## config.mk

```make
export PLATFORM = sky130hd
export DESIGN_NAME = serlink_regif
export DESIGN_NICKNAME = d
export VERILOG_FILES = /design/src/rtl/serlink_pkg.sv /design/src/rtl/serlink_tx.sv /design/src/rtl/serlink_rx.sv /design/src/rtl/serlink_regif.sv
export SDC_FILE = /design/constraint.sdc
export NUM_CORES = 1
export LEC_CHECK = 0
export ABC_AREA = 1
export BUFFER_PORTS_ARGS = -buffer_cell sky130_fd_sc_hd__buf_4
export CAP_MARGIN = 20
export CORE_ASPECT_RATIO = 1.2
export CORE_MARGIN = 5
export CORE_UTILIZATION = 40
export CTS_CLUSTER_SIZE = 10
export DETAILED_ROUTE_END_ITERATION = 10
export HOLD_SLACK_MARGIN = 0.03
export PLACE_DENSITY = 0.62
export SYNTH_ARGS = -nofsm -noshare
export SYNTH_HDL_FRONTEND = slang
export SYNTH_SLANG_ARGS = --single-unit
```

## constraint.sdc

```tcl
create_clock -name clk -period 1.8 [get_ports clk]
set_input_delay 0.09 -clock clk [delete_from_list [all_inputs] [get_ports clk]]
set_output_delay 0.09 -clock clk [all_outputs]
set_load 0.03 [all_outputs]
```

## src/rtl/serlink_pkg.sv

```systemverilog
package serlink_pkg;
   localparam int OFF_DATA = 'h0;
   localparam int OFF_CTRL = 'h4;
   localparam int OFF_CLK  = 'h8;

   localparam int D_RXF = 8;
   localparam int D_TXF = 9;

   localparam int C_OVR   = 4;
   localparam int C_MODE  = 2;
   localparam int C_TXOVR = 7;
   localparam int C_RXOVR = 8;

   typedef enum logic [2:0] {
      RX_IDLE, RX_START, RX_DATA, RX_STOP, RX_BREAK
   } rx_state_t;
endpackage

```

## src/rtl/serlink_tx.sv

```systemverilog
module serlink_tx #(
   parameter int OVS = 8
) (
   input  logic       clk,
   input  logic       rst_n,
   input  logic       tick,
   input  logic       go,
   input  logic       load,
   input  logic [7:0] din,
   output logic       busy,
   output logic       txd
);
   localparam int CW = $clog2(OVS);

   logic [9:0]    sh;
   logic [3:0]    bitn;
   logic [CW-1:0] tcnt;
   logic          started;

   always_ff @(posedge clk or negedge rst_n) begin
      if (!rst_n) begin
         sh      <= '1;
         bitn    <= '0;
         tcnt    <= '0;
         started <= 1'b0;
         busy    <= 1'b0;
      end else if (load && !busy) begin
         sh      <= {1'b1, din, 1'b0};
         bitn    <= '0;
         tcnt    <= '0;
         started <= 1'b0;
         busy    <= 1'b1;
      end else if (busy && tick) begin
         if (!started) begin
            started <= go;
            tcnt    <= '0;
         end else if (tcnt == CW'(OVS - 1)) begin
            tcnt <= '0;
            sh   <= {1'b1, sh[9:1]};
            if (bitn == 4'd9) begin
               busy    <= 1'b0;
               started <= 1'b0;
            end else begin
               bitn <= bitn + 4'd1;
            end
         end else begin
            tcnt <= tcnt + CW'(1);
         end
      end
   end

   assign txd = started ? sh[0] : 1'b1;

   AST_TX_HELD: assert property (@(posedge clk) disable iff (!rst_n)
      (busy && !started && !(tick && go)) |=> !started);
   AST_TX_END_HIGH: assert property (@(posedge clk) disable iff (!rst_n)
      $fell(busy) |-> txd);
endmodule

```

## src/rtl/serlink_rx.sv

```systemverilog
module serlink_rx
   import serlink_pkg::*;
#(
   parameter int OVS = 8
) (
   input  logic       clk,
   input  logic       rst_n,
   input  logic       tick,
   input  logic       rxs,
   output logic       done,
   output logic [7:0] dout
);
   localparam int RCW  = $clog2(OVS + 1);
   localparam int HALF = OVS / 2;

   rx_state_t      st;
   logic [RCW-1:0] cnt;
   logic [RCW-1:0] nxt;
   logic [2:0]     bitn;
   logic [7:0]     sh;

   assign nxt  = cnt + RCW'(1);
   assign dout = sh;

   always_ff @(posedge clk or negedge rst_n) begin
      if (!rst_n) begin
         st   <= RX_IDLE;
         cnt  <= '0;
         bitn <= '0;
         sh   <= '0;
         done <= 1'b0;
      end else begin
         done <= 1'b0;
         case (st)
            RX_IDLE: if (tick && !rxs) begin
               st  <= RX_START;
               cnt <= '0;
            end
            RX_START: if (tick) begin
               if (nxt == RCW'(HALF)) begin
                  cnt  <= '0;
                  bitn <= '0;
                  st   <= rxs ? RX_IDLE : RX_DATA;
               end else begin
                  cnt <= nxt;
               end
            end
            RX_DATA: if (tick) begin
               if (nxt == RCW'(OVS)) begin
                  cnt <= '0;
                  sh  <= {rxs, sh[7:1]};
                  if (bitn == 3'd7) st <= RX_STOP;
                  else bitn <= bitn + 3'd1;
               end else begin
                  cnt <= nxt;
               end
            end
            RX_STOP: if (tick) begin
               if (nxt == RCW'(OVS)) begin
                  cnt  <= '0;
                  done <= rxs;
                  st   <= rxs ? RX_IDLE : RX_BREAK;
               end else begin
                  cnt <= nxt;
               end
            end
            RX_BREAK: if (rxs) st <= RX_IDLE;
            default: st <= RX_IDLE;
         endcase
      end
   end

   AST_RX_FROM_STOP: assert property (@(posedge clk) disable iff (!rst_n)
      done |-> ($past(st) == RX_STOP));
   AST_RX_STOP_SEEN_HIGH: assert property (@(posedge clk) disable iff (!rst_n)
      done |-> $past(rxs));
endmodule

```

## src/rtl/serlink_regif.sv

```systemverilog
module serlink_regif
   import serlink_pkg::*;
#(
   parameter int          ADDR_W      = 4,
   parameter int          OVS         = 8,
   parameter int          SYNC_STAGES = 2,
   parameter logic [15:0] STEP_RST    = 16'h0000,
   parameter logic [11:0] SCALE_RST   = 12'h000
) (
   input  logic              clk,
   input  logic              rst_n,
   input  logic [ADDR_W-1:0] bus_addr,
   input  logic              bus_wr,
   input  logic              bus_rd,
   input  logic [31:0]       bus_wdata,
   output logic [31:0]       bus_rdata,
   input  logic              baud_tick,
   input  logic              peer_ready,
   input  logic              rxd,
   output logic              txd,
   output logic              rx_ready_out,
   output logic [1:0]        if_mode,
   output logic [15:0]       cfg_step,
   output logic [11:0]       cfg_scale
);
   if (OVS < 4 || OVS > 64) begin : g_bad_ovs
      $error("serlink_regif: OVS must lie in 4..64");
   end
   if (SYNC_STAGES < 0 || SYNC_STAGES > 4) begin : g_bad_sync
      $error("serlink_regif: SYNC_STAGES must lie in 0..4");
   end
   if (ADDR_W < 4) begin : g_bad_addr
      $error("serlink_regif: ADDR_W must be at least 4");
   end

   logic wr_data, wr_ctrl, wr_clk, tx_load, rx_ack;
   logic tx_busy, rx_done, rx_s;
   logic [7:0] rx_new, rx_byte;
   logic rx_valid, ovr, tx_ovr, rx_ovr;
   logic unused_wbits;

   assign unused_wbits = ^{bus_wdata[31:28], bus_wdata[27:10]};

   assign wr_data = bus_wr && (bus_addr == ADDR_W'(OFF_DATA));
   assign wr_ctrl = bus_wr && (bus_addr == ADDR_W'(OFF_CTRL));
   assign wr_clk  = bus_wr && (bus_addr == ADDR_W'(OFF_CLK));
   assign tx_load = wr_data && bus_wdata[D_TXF];
   assign rx_ack  = wr_data && bus_wdata[D_RXF];

   if (SYNC_STAGES == 0) begin : g_nosync
      assign rx_s = rxd;
   end else begin : g_sync
      logic [SYNC_STAGES-1:0] q;
      always_ff @(posedge clk or negedge rst_n) begin
         if (!rst_n) q <= '1;
         else begin
            q[0] <= rxd;
            for (int k = 1; k < SYNC_STAGES; k++) q[k] <= q[k-1];
         end
      end
      assign rx_s = q[SYNC_STAGES-1];
   end

   serlink_tx #(.OVS(OVS)) u_tx (
      .clk(clk), .rst_n(rst_n), .tick(baud_tick), .go(peer_ready | tx_ovr),
      .load(tx_load), .din(bus_wdata[7:0]), .busy(tx_busy), .txd(txd));

   serlink_rx #(.OVS(OVS)) u_rx (
      .clk(clk), .rst_n(rst_n), .tick(baud_tick), .rxs(rx_s),
      .done(rx_done), .dout(rx_new));

   always_ff @(posedge clk or negedge rst_n) begin
      if (!rst_n) begin
         if_mode   <= 2'd0;
         tx_ovr    <= 1'b0;
         rx_ovr    <= 1'b0;
         ovr       <= 1'b0;
         cfg_step  <= STEP_RST;
         cfg_scale <= SCALE_RST;
         rx_valid  <= 1'b0;
         rx_byte   <= 8'h00;
      end else begin
         if (wr_ctrl) begin
            if_mode <= bus_wdata[C_MODE +: 2];
            tx_ovr  <= bus_wdata[C_TXOVR];
            rx_ovr  <= bus_wdata[C_RXOVR];
         end
         if (wr_clk) begin
            cfg_step  <= bus_wdata[15:0];
            cfg_scale <= bus_wdata[27:16];
         end
         if (rx_done && (!rx_valid || rx_ack)) begin
            rx_valid <= 1'b1;
            rx_byte  <= rx_new;
         end else if (rx_ack) begin
            rx_valid <= 1'b0;
         end
         if (rx_done && rx_valid && !rx_ack) ovr <= 1'b1;
         else if (wr_ctrl && bus_wdata[C_OVR]) ovr <= 1'b0;
      end
   end

   always_ff @(posedge clk or negedge rst_n) begin
      if (!rst_n) bus_rdata <= '0;
      else if (bus_rd) begin
         bus_rdata <= '0;
         if (bus_addr == ADDR_W'(OFF_DATA))
            bus_rdata <= {22'd0, !tx_busy, rx_valid, rx_byte};
         else if (bus_addr == ADDR_W'(OFF_CTRL))
            bus_rdata <= {23'd0, rx_ovr, tx_ovr, 2'd0, ovr, if_mode, 2'd0};
         else if (bus_addr == ADDR_W'(OFF_CLK))
            bus_rdata <= {4'd0, cfg_scale, cfg_step};
      end
   end

   assign rx_ready_out = rx_ovr | !rx_valid;

   AST_RX_BYTE_KEPT: assert property (@(posedge clk) disable iff (!rst_n)
      (rx_valid && !rx_ack) |=> $stable(rx_byte));
   AST_OVR_STICKY: assert property (@(posedge clk) disable iff (!rst_n)
      (ovr && !(wr_ctrl && bus_wdata[C_OVR])) |=> ovr);
   AST_ACK_CLEARS: assert property (@(posedge clk) disable iff (!rst_n)
      (rx_ack && !rx_done) |=> !rx_valid);
   AST_TX_READY_DROPS: assert property (@(posedge clk) disable iff (!rst_n)
      (tx_load && !tx_busy) |=> tx_busy);
endmodule

```

==> impl_results.md, run 1 <==
* Status: completed
* Synth Instances at approximately 510
* Initial DRC count at about 260
* Worst-skew pair later-pin latency at 0.34 ns
* Post-synthesis xor/xnor area fraction at 0%
* Origin of the critical flop-to-flop path: u_rx.cnt[0]$_DFFE_PN0P_
* Worst path arrival time at 1.85 ns
* Via Count at 3850
* CTS tree: yes
* DRT Pass-1 Iters at 4
* Remaining antenna violation count at 0
* Share of layout cells above drive strength 1 at 30.3%
* Yosys warning count at 0
* Ys async rst share at 100%
* Final min period at 1.61 ns
* Final wirelength at around 12000 um
* CTS buffer count at 9
* Setup crit end: u_rx.st[0]$_DFFE_PN0P_
* Io pins at 107
* RSZ-0062 raised after global routing: no
* Routed length per instance at 14.4 um
* Area Growth Syn to Fin at 30.3%
* Setup CP Type: flop to flop
* Chip width at 112 um
* Vias in the first global route at 3978
* Final setup violation count at 0
* Crit-path max FO at 5
* Fin crit share at around nine tenths
* Reg clk slew, reported paths at 0.07 ns
* Clk buf depth at 2
* Mapped Area at between 4000 and 5000 um^2
* RD Place Congestion at 0.774
* Leading cell type in the layout, fill and taps excluded: nand2_1
* Cts repair resizes at 0
* Largest family of logic cells by synthesized area: simple AND/OR/NAND/NOR gates
* # rows at 44
* Worst reg2reg path depth at 8
* Worst-Margin Slew at 0.696 ns
* Initial antenna violation count at 0
* Core area at 12100 um^2
* Nets at 688
* Synth Area in Adders at roughly 1.8%
* Setup crit start kind: flop
* Port bufs at 98
* Post-route cell area at 6460 um^2
* Total GRT Usage at between 15 and 20%
* CTS root buffer: clkbuf_16
* Antenna Cells at 0
* Worst r2r dst: u_rx.st[0]$_DFFE_PN0P_
* Mean Syn Cell Area at just under 10 um^2
* Synth Flop Type: dfrtp_1
* H-Tree Depth at 3
* Die height at 132 um
* Most frequent cells in the layout: nand2_1 (146), buf_4 (106), dfrtp_1 (98)
* Fmax at around 620 MHz
* Final Hold Fails at 0
* Register area share after synthesis at a little under three fifths
* Simple-Gate Fraction of Synth Area at 20.0%
* Setup bufs post-CTS at 0
* DR DRC count at 0
* Sink Count at 109
* P_leak at 3.24 nW
* Clock Skews at between 0.006 and 0.007 ns
* Final Slew Violations at 0
* Initial Util at 40.9%
* Worst Setup End Kind: flop
* Largest net degree at the start of global routing at between 40 and 50
* Die area at 14700 um^2
* Count of cell types in the netlist at between 40 and 50
* DP Wirelength at 8440 um
* Global-route wire length before repair at 20200 um
* DR vias/cell at 4.79
* Multiplexer share of the synthesized area at about 6.7%
* Peak supply drop at 0.573 mV
* Hold Path Class: input pin to flop
* Synth Area in Compound Gates at 10.3%
* PwrDens at 1080 nW/um^2
* Maxcap violations at 0
* CP Launch Point: u_rx.cnt[0]$_DFFE_PN0P_
* Seq cells post-synth at 109
* Critical Path RT at 2.04 ns
* Global route total overflow at 0
* Number of synthesized flops with an enable pin at 0
* Reg2reg setup slack at 0.19 ns
* Hold-fix buffers, CTS at 29
* Placed inst area at between 5000 and 6000 um^2
* Post-route setup TNS at 0 ns
* Slew margin rel. at 53.6%
[worst min-delay path by stage]
stage          depth (start not counted)                         to    startpoint  slack [ns]
2_1_floorplan                          0   bus_rdata[0]$_DFFE_PN0P_         rst_n       -0.21
3_3_place_gp                           1  bus_rdata[23]$_DFFE_PN0P_         rst_n        0.06
3_5_place_dp                           1  bus_rdata[23]$_DFFE_PN0P_         rst_n        0.06
4_1_cts                                3    cfg_step[8]$_DFFE_PN0P_  bus_wdata[8]        0.05
5_1_grt                                3    cfg_step[8]$_DFFE_PN0P_  bus_wdata[8]        0.07
6_report                               3    cfg_step[8]$_DFFE_PN0P_  bus_wdata[8]        0.06
[critical path, stage by stage, from the launching register on]
cell and delay (ns):
dfrtp_1 0.40, ha_1 0.18, inv_1 0.05, nor3_1 0.15, nor2_1 0.10, a21oi_1 0.36, nand2_1 0.12, nand2_1 0.08
nand2_1 0.05
[state kept, by name (all words and copies together), names as in the netlist, 2 cells and up]
register and count:
u_rx.st 3, cfg_scale 12, u_tx.tcnt 3, rx_byte 8, u_rx.dout 8, u_rx.cnt 4
u_rx.bitn 3, u_tx.sh 9, bus_rdata 28, g_sync.q 2, u_tx.bitn 4, cfg_step 16
if_mode 2
[report_power, final]
part / total (W) / switching, W / internal (W)
registers: 0.00314 / 0.000317 / 0.00282
logic: 0.00189 / 0.00111 / 0.000777
clock network: 0.00197 / 0.000860 / 0.00111
total: 0.00700 / 0.00229 / 0.00471
[area by class of cell]
cell class              instances  area (um^2)
clock buffers                  12          246
repair buffers                137         1130
flip-flops and latches        109         2740
well taps                     161          201
multi-input cells             340         1940
clock inverters                 4         47.5
inverters                      41          154
fillers                      1095         5650
[metrics by stage]
step                setup slack (ns)  instances  hold slack (ns)  total power [W]  util (%)
floorplan                      0.357        511           -0.206          0.00432         -
global placement               0.244        759           0.0618          0.00498      48.5
detailed placement             0.189        759           0.0567          0.00504      48.5
CTS                            0.181        804           0.0477          0.00707      53.3
global route                  0.0376        804           0.0745          0.00739      53.3
finish                         0.191        804           0.0642          0.00700      53.3
[cells by family (layout without fill, tap and decap cells)]
kind of cell	Yosys count	in the layout
fa+ha+maj	7	7
mux	23	23
flops	109	109
simple gates	224	224
buf+inv	62	194
compound gates	82	82
other cells	1	4
[Yosys cell counts, drive strengths merged (2+ instances only)]
cell type	count	area [um^2]
o21ai	59	355
nor3	5	36.3
nor2	26	118
a31oi	5	31.3
or2	3	18.8
o211ai	4	30.0
nand4	2	12.5
a21oi	9	56.3
dfstp	11	289
nand2	155	614
nand3	30	173
dfrtp	98	2450
mux2	23	334
ha	7	87.6
nand3b	2	15.0
buf	13	100
clkbuf	8	30.0
inv	40	150
[routing by layer]
metal | up-vias | part of all wire (%) | global-route usage, %
met5 | - | 0 | 0
met2 | 86 | 48 | 26.4
li1 | 1907 | - | -
met4 | 0 | 0.95 | 5.34
met3 | 8 | 4.5 | 3.54
met1 | 1849 | 46 | 23.0
Power figures use the tool's default switching activity.
==> run 2: changes to the inputs <==
--- a/config.mk
+++ b/config.mk
@@ -10,11 +10,11 @@
 export CAP_MARGIN = 20
 export CORE_ASPECT_RATIO = 1.2
 export CORE_MARGIN = 5
-export CORE_UTILIZATION = 40
+export CORE_UTILIZATION = 50
 export CTS_CLUSTER_SIZE = 10
 export DETAILED_ROUTE_END_ITERATION = 10
 export HOLD_SLACK_MARGIN = 0.03
-export PLACE_DENSITY = 0.62
+export PLACE_DENSITY = 0.74
 export SYNTH_ARGS = -nofsm -noshare
 export SYNTH_HDL_FRONTEND = slang
 export SYNTH_SLANG_ARGS = --single-unit
==> impl_results.md, run 2 (same netlist as run 1, synthesis figures left out) <==
* Status: completed
* Remaining antenna violation count at 0
* Share of layout cells above drive strength 1 at 30.6%
* RSZ-0062 raised after global routing: no
* # rows at 39
* Setup CP Type: flop to flop
* Final Slew Violations at 0
* Clk buf depth at 2
* DR DRC count at 0
* Maxcap violations at 0
* Clock Skews at 0.00583 ns
* Chip width at 101 um
* CTS root buffer: clkbuf_16
* Total GRT Usage at 20.2%
* Post-route setup TNS at 0 ns
* Final wirelength at 11900 um
* Crit-path max FO at 5
* Initial Util at just over 50%
* Initial antenna violation count at 0
* Met2 usage at about a third
* H-Tree Depth at 3
* Placed cells at 722
* CP Buf/Inv Count at 1
* Die height at 119 um
* Cts repair resizes at 0
* M1 GR Usage at 25.9%
* Worst path arrival time at 1.83 ns
* Die area at 12000 um^2
* Sink Count at 109
* CTS buffer count at 9
* Via Count at 3950
* Crit path depth at 8
* Critical Path RT at between 2 and 2.5 ns
* Reg clk slew, reported paths at 0.07 ns
* Reg2reg setup slack at 0.20 ns
* Leading cell type in the layout, fill and taps excluded: nand2_1
* DR vias/cell at a little over 5
* DRT Pass-1 Iters at 4
* Largest Register: bus_rdata
* Antenna Cells at 0
* Routed length per instance at 15.6 um
* GR Util met3 at between 2 and 3%
* Worst-skew pair later-pin latency at 0.34 ns
* Final Hold Fails at 0
* Io pins at 107
* Area Growth Syn to Fin at 29.4%
* CTS tree: yes
* PwrDens at 1100 nW/um^2
* Max FFs per register at 28
* CP max stage delay at roughly 0.4 ns
* Setup crit start kind: flop
* Final setup violation count at 0
* Worst-Margin Slew at roughly 0.72 ns
* Nets at 688
* Fmax at around 620 MHz
* Slowest stage cell, crit path: dfrtp_1
* Setup crit end: u_rx.st[0]$_DFFE_PN0P_
* Final min period at 1.60 ns
* Port bufs at 98
* CP Launch Point: u_rx.cnt[0]$_DFFE_PN0P_
* P_leak at 3.24 nW
* Hold Path Class: input pin to flop
* Worst Setup End Kind: flop
* DP Wirelength at 8660 um
* Worst reg2reg path depth at 8
* Largest regs: bus_rdata x28, cfg_step x16, cfg_scale x12
* CP cell instances: ha_1 > nand2_1 > inv_1 > nand3_2 > a21oi_1 > nand2_1 > nand2_1 > nand2_1
* Vias in the first global route at between 3000 and 4000
* Initial DRC count at between 200 and 250
* Hold Path Origin: bus_wdata[8]
* Most frequent cells in the layout: nand2_1 (146), buf_4 (108), dfrtp_1 (98)
* Core area at between 9000 and 10000 um^2
* GRT busiest layer: met2
* RD Place Congestion at around 0.84
* Peak supply drop at 0.559 mV
* Fin crit share at between 80% and 90%
* Most frequent CP cell: nand2_1
* Global route total overflow at 0
* Global-route wire length before repair at between 15000 and 20000 um
* Slew margin rel. at a little over half
* Finished Layout Cells at 766
* Worst r2r dst: u_rx.st[0]$_DFFE_PN0P_
* Top delay family on crit path: simple AND/OR/NAND/NOR gates
* Origin of the critical flop-to-flop path: u_rx.cnt[0]$_DFFE_PN0P_
* Largest net degree at the start of global routing at 43
[run 2: cell types whose count changed in the layout (fill, tap and decap cells not counted)]
cell / previous run / this run
buf_4: 106 / 108
clkbuf_8: 1 / 3
buf_12: 2 / 1
clkbuf_1: 2 / 1
clkinv_2: 2 / 1
dlygate4sd3_1: 29 / 28
[run 2: routing by layer]
metal  up-vias  routed length, um
met5         -                  0
met4         0                 96
met3         8                704
met2       106               6100
met1      1933               5020
li1       1903                  -
[run 2: worst min-delay path by stage]
| stage | endpoint | depth (start not counted) | slack [ns] |
|---|---|---|---|
| global placement | bus_rdata[23]$_DFFE_PN0P_ | 1 | 0.12 |
| global route | if_mode[0]$_DFFE_PN0P_ | 3 | 0.06 |
| finish | rx_ovr$_DFFE_PN0P_ | 3 | 0.04 |
| floorplan | bus_rdata[0]$_DFFE_PN0P_ | 0 | -0.21 |
| detailed placement | bus_rdata[23]$_DFFE_PN0P_ | 1 | 0.13 |
| CTS | rx_ovr$_DFFE_PN0P_ | 3 | 0.04 |
[run 2: metrics by stage]
step / hold WS [ns] / utilization [%] / area (um^2) / power (W) / setup slack [ns]
final: 0.0422 / 66.7 / 6410 / 0.00707 / 0.199
after global placement: 0.125 / 60.6 / 5820 / 0.00496 / 0.273
after CTS: 0.0386 / 66.7 / 6410 / 0.00711 / 0.196
after detailed placement: 0.126 / 60.6 / 5820 / 0.00504 / 0.217
after floorplan: -0.206 / - / 4970 / 0.00432 / 0.357
after global routing: 0.0600 / 66.7 / 6410 / 0.00741 / 0.0404
[run 2: worst register-to-register path, cell delays in order (launching register included)]
cell	delay, ns
dfrtp_1	0.40
ha_1	0.18
nand2_1	0.07
inv_1	0.08
nand3_2	0.12
a21oi_1	0.37
nand2_1	0.14
nand2_1	0.09
nand2_1	0.05
[run 2: layout make-up]
| cell class | instances | area (um^2) |
|---|---|---|
| Clock buffer | 13 | 270 |
| Fill cell | 722 | 3200 |
| Multi-Input combinational cell | 340 | 1940 |
| Tap cell | 123 | 154 |
| Sequential cell | 109 | 2740 |
| Inverter | 41 | 154 |
| Clock inverter | 3 | 42.5 |
| Timing Repair Buffer | 137 | 1110 |
[run 2: what timing repair did]
action / CTS / global route
hold buffers: 28 / 0
setup buffers: 0 / 0
hold endpoints to repair: 69 / 0
endpoints found under the setup margin: 0 / 0
[run 2: report_power, final]
part	total [W]	internal [W]	switching (W)
Sequential	0.00313	0.00282	0.000313
Combinational	0.00191	0.000777	0.00113
Clock	0.00203	0.00119	0.000838
==> run 3: changes to the inputs <==
--- a/config.mk
+++ b/config.mk
@@ -8,9 +8,9 @@
 export ABC_AREA = 1
 export BUFFER_PORTS_ARGS = -buffer_cell sky130_fd_sc_hd__buf_4
 export CAP_MARGIN = 20
-export CORE_ASPECT_RATIO = 1.2
 export CORE_MARGIN = 5
 export CORE_UTILIZATION = 50
+export CTS_CLUSTER_DIAMETER = 60
 export CTS_CLUSTER_SIZE = 10
 export DETAILED_ROUTE_END_ITERATION = 10
 export HOLD_SLACK_MARGIN = 0.03
==> impl_results.md, run 3 (same netlist as run 1, synthesis figures left out) <==
* # rows at 36
* Peak supply drop at between 0.7 and 0.8 mV
* Clock Skews at 0.0112 ns
* Global-route wire length before repair at 19300 um
* DP Wirelength at 8310 um
* Largest regs: bus_rdata x28, cfg_step x16, cfg_scale x12
* Setup crit start kind: flop
* Slew margin rel. at about 53%
* Largest net degree at the start of global routing at 110
* Top delay family on crit path: simple AND/OR/NAND/NOR gates
* CTS tree: yes
* PwrDens at roughly 1000 nW/um^2
* DRT Pass-1 Iters at 4
* Remaining antenna violation count at 0
* GRT busiest layer: met2
* CP Buf/Inv Count at 1
* Total GRT Usage at 20.3%
* Io pins at about 110
* Fmax at roughly 600 MHz
* M1 GR Usage at roughly 28%
* Die height at 110 um
* Vias in the first global route at 3955
* Most frequent cells in the layout: nand2_1 (146), buf_4 (105), dfrtp_1 (98)
* Tot Pwr at 0.00655 W
* Global route total overflow at 0
* Share of layout cells above drive strength 1 at 30.3%
* Largest Register: bus_rdata
* DR vias/cell at 5.16
* Fill count at 801
* P_leak at roughly 3.2 nW
* Die area at 12000 um^2
* Nets at 688
* Final Hold Fails at 0
* Met2 usage at 34.0%
* CTS buffer count at 9
* Port bufs at 98
* Final Slew Violations at 0
* Fin Hold WS at 0.0479 ns
* Area Growth Syn to Fin at 27.7%
* Reg clk slew, reported paths at 0.11 ns
* Most frequent CP cell: nand2_1
* Antenna Cells at 0
* CP max stage delay at 0.41 ns
* Slowest stage cell, crit path: dfrtp_1
* DR DRC count at 0
* Post-route setup TNS at 0 ns
* Chip width at around 110 um
* Max FFs per register at 28
* Routed length per instance at around 15 um
* Area of the multi-input gates at 1940 um^2
* Hold Path Class: input pin to flop
* Setup bufs post-CTS at 0
* CTS root buffer: clkbuf_8
* Final min period at roughly 1.6 ns
* Initial antenna violation count at 0
* Leading cell type in the layout, fill and taps excluded: nand2_1
* Worst-skew pair later-pin latency at 0.37 ns
* Critical Path RT at 2.06 ns
* GR Util met3 at 3.41%
* H-Tree Depth at 3
* Worst-Margin Slew at 0.699 ns
* Initial Util at 50.9%
* Final worst slack at 0.175 ns
* Crit-path max FO at 5
* Initial DRC count at 219
* Worst path arrival time at approximately 1.9 ns
* DP Worst Slack at 0.214 ns
* Via Count at 4007
* Core area at between 9000 and 10000 um^2
* Worst Setup End Kind: flop
* Setup CP Type: flop to flop
* CP cell instances: ha_1 > nand2_1 > inv_1 > nand3_2 > a21oi_1 > nand2_1 > nand2_1 > nand2_1
* Clk buf depth at 2
* Status: completed
* RD Place Congestion at 0.820
* Fin crit share at 90.3%
* Final setup violation count at 0
* RSZ-0062 raised after global routing: no
* Sink Count at approximately 110
* Final wirelength at between 10000 and 15000 um
* Maxcap violations at 0
* Reg area at approximately 2700 um^2
-- run 3: per-layer routing --
layer | wire length, um | vias to the layer above
li1 | - | 1914
met1 | 5140 | 1956
met2 | 5800 | 120
met3 | 615 | 17
met4 | 184 | 0
met5 | 0 | -
-- run 3: final timing paths --
| kind | startpoint | end | slack, ns | cells past startpoint |
|---|---|---|---|---|
| max in group asynchronous | rst_n | u_rx.cnt[2]$_DFFE_PN0P_ | 1.03 | 3 |
| max | u_rx.cnt[0]$_DFFE_PN0P_ | u_rx.st[0]$_DFFE_PN0P_ | 0.18 | 8 |
| min reg2reg | g_sync.q[0]$_DFF_PN1_ | g_sync.q[1]$_DFF_PN1_ | 0.36 | 0 |
| min | peer_ready | u_tx.started$_DFFE_PN0N_ | 0.05 | 3 |
| max reg2reg | u_rx.cnt[0]$_DFFE_PN0P_ | u_rx.st[0]$_DFFE_PN0P_ | 0.18 | 8 |
| min in group asynchronous | rst_n | bus_rdata[27]$_DFFE_PN0P_ | 0.32 | 3 |
-- run 3: final cells by class --
class	instances	area share (%)
Multi-Input combinational cell	340	30.7
Inverter	41	2.43
Clock buffer	9	1.96
Timing Repair Buffer	137	17.7
Sequential cell	109	43.3
Tap cell	133	2.63
Clock inverter	7	1.30
-- run 3: where the power goes --
group	switching [W]	internal, W
combinational	0.00112	0.000775
sequential	0.000324	0.00282
clock	0.000848	0.000665
-- run 3: tightest hold or removal path: stages --
cell	delay, ns
buf_4	0.08
nor3_1	0.03
o31ai_1	0.18
-- run 3: metrics by stage --
step | utilization, % | std cells | cell area (um^2)
2_1_floorplan | - | 511 | 4970
3_3_place_gp | 59.7 | 729 | 5810
3_5_place_dp | 59.7 | 729 | 5810
4_1_cts | 65.0 | 776 | 6330
5_1_grt | 65.0 | 776 | 6330
6_report | 65.0 | 776 | 6330
-- run 3: what timing repair did --
| item | 4_1_cts | 5_1_grt |
|---|---|---|
| endpoints found under the hold margin | 137 | 0 |
| resized for setup | 0 | 0 |
| hold buffers | 31 | 0 |
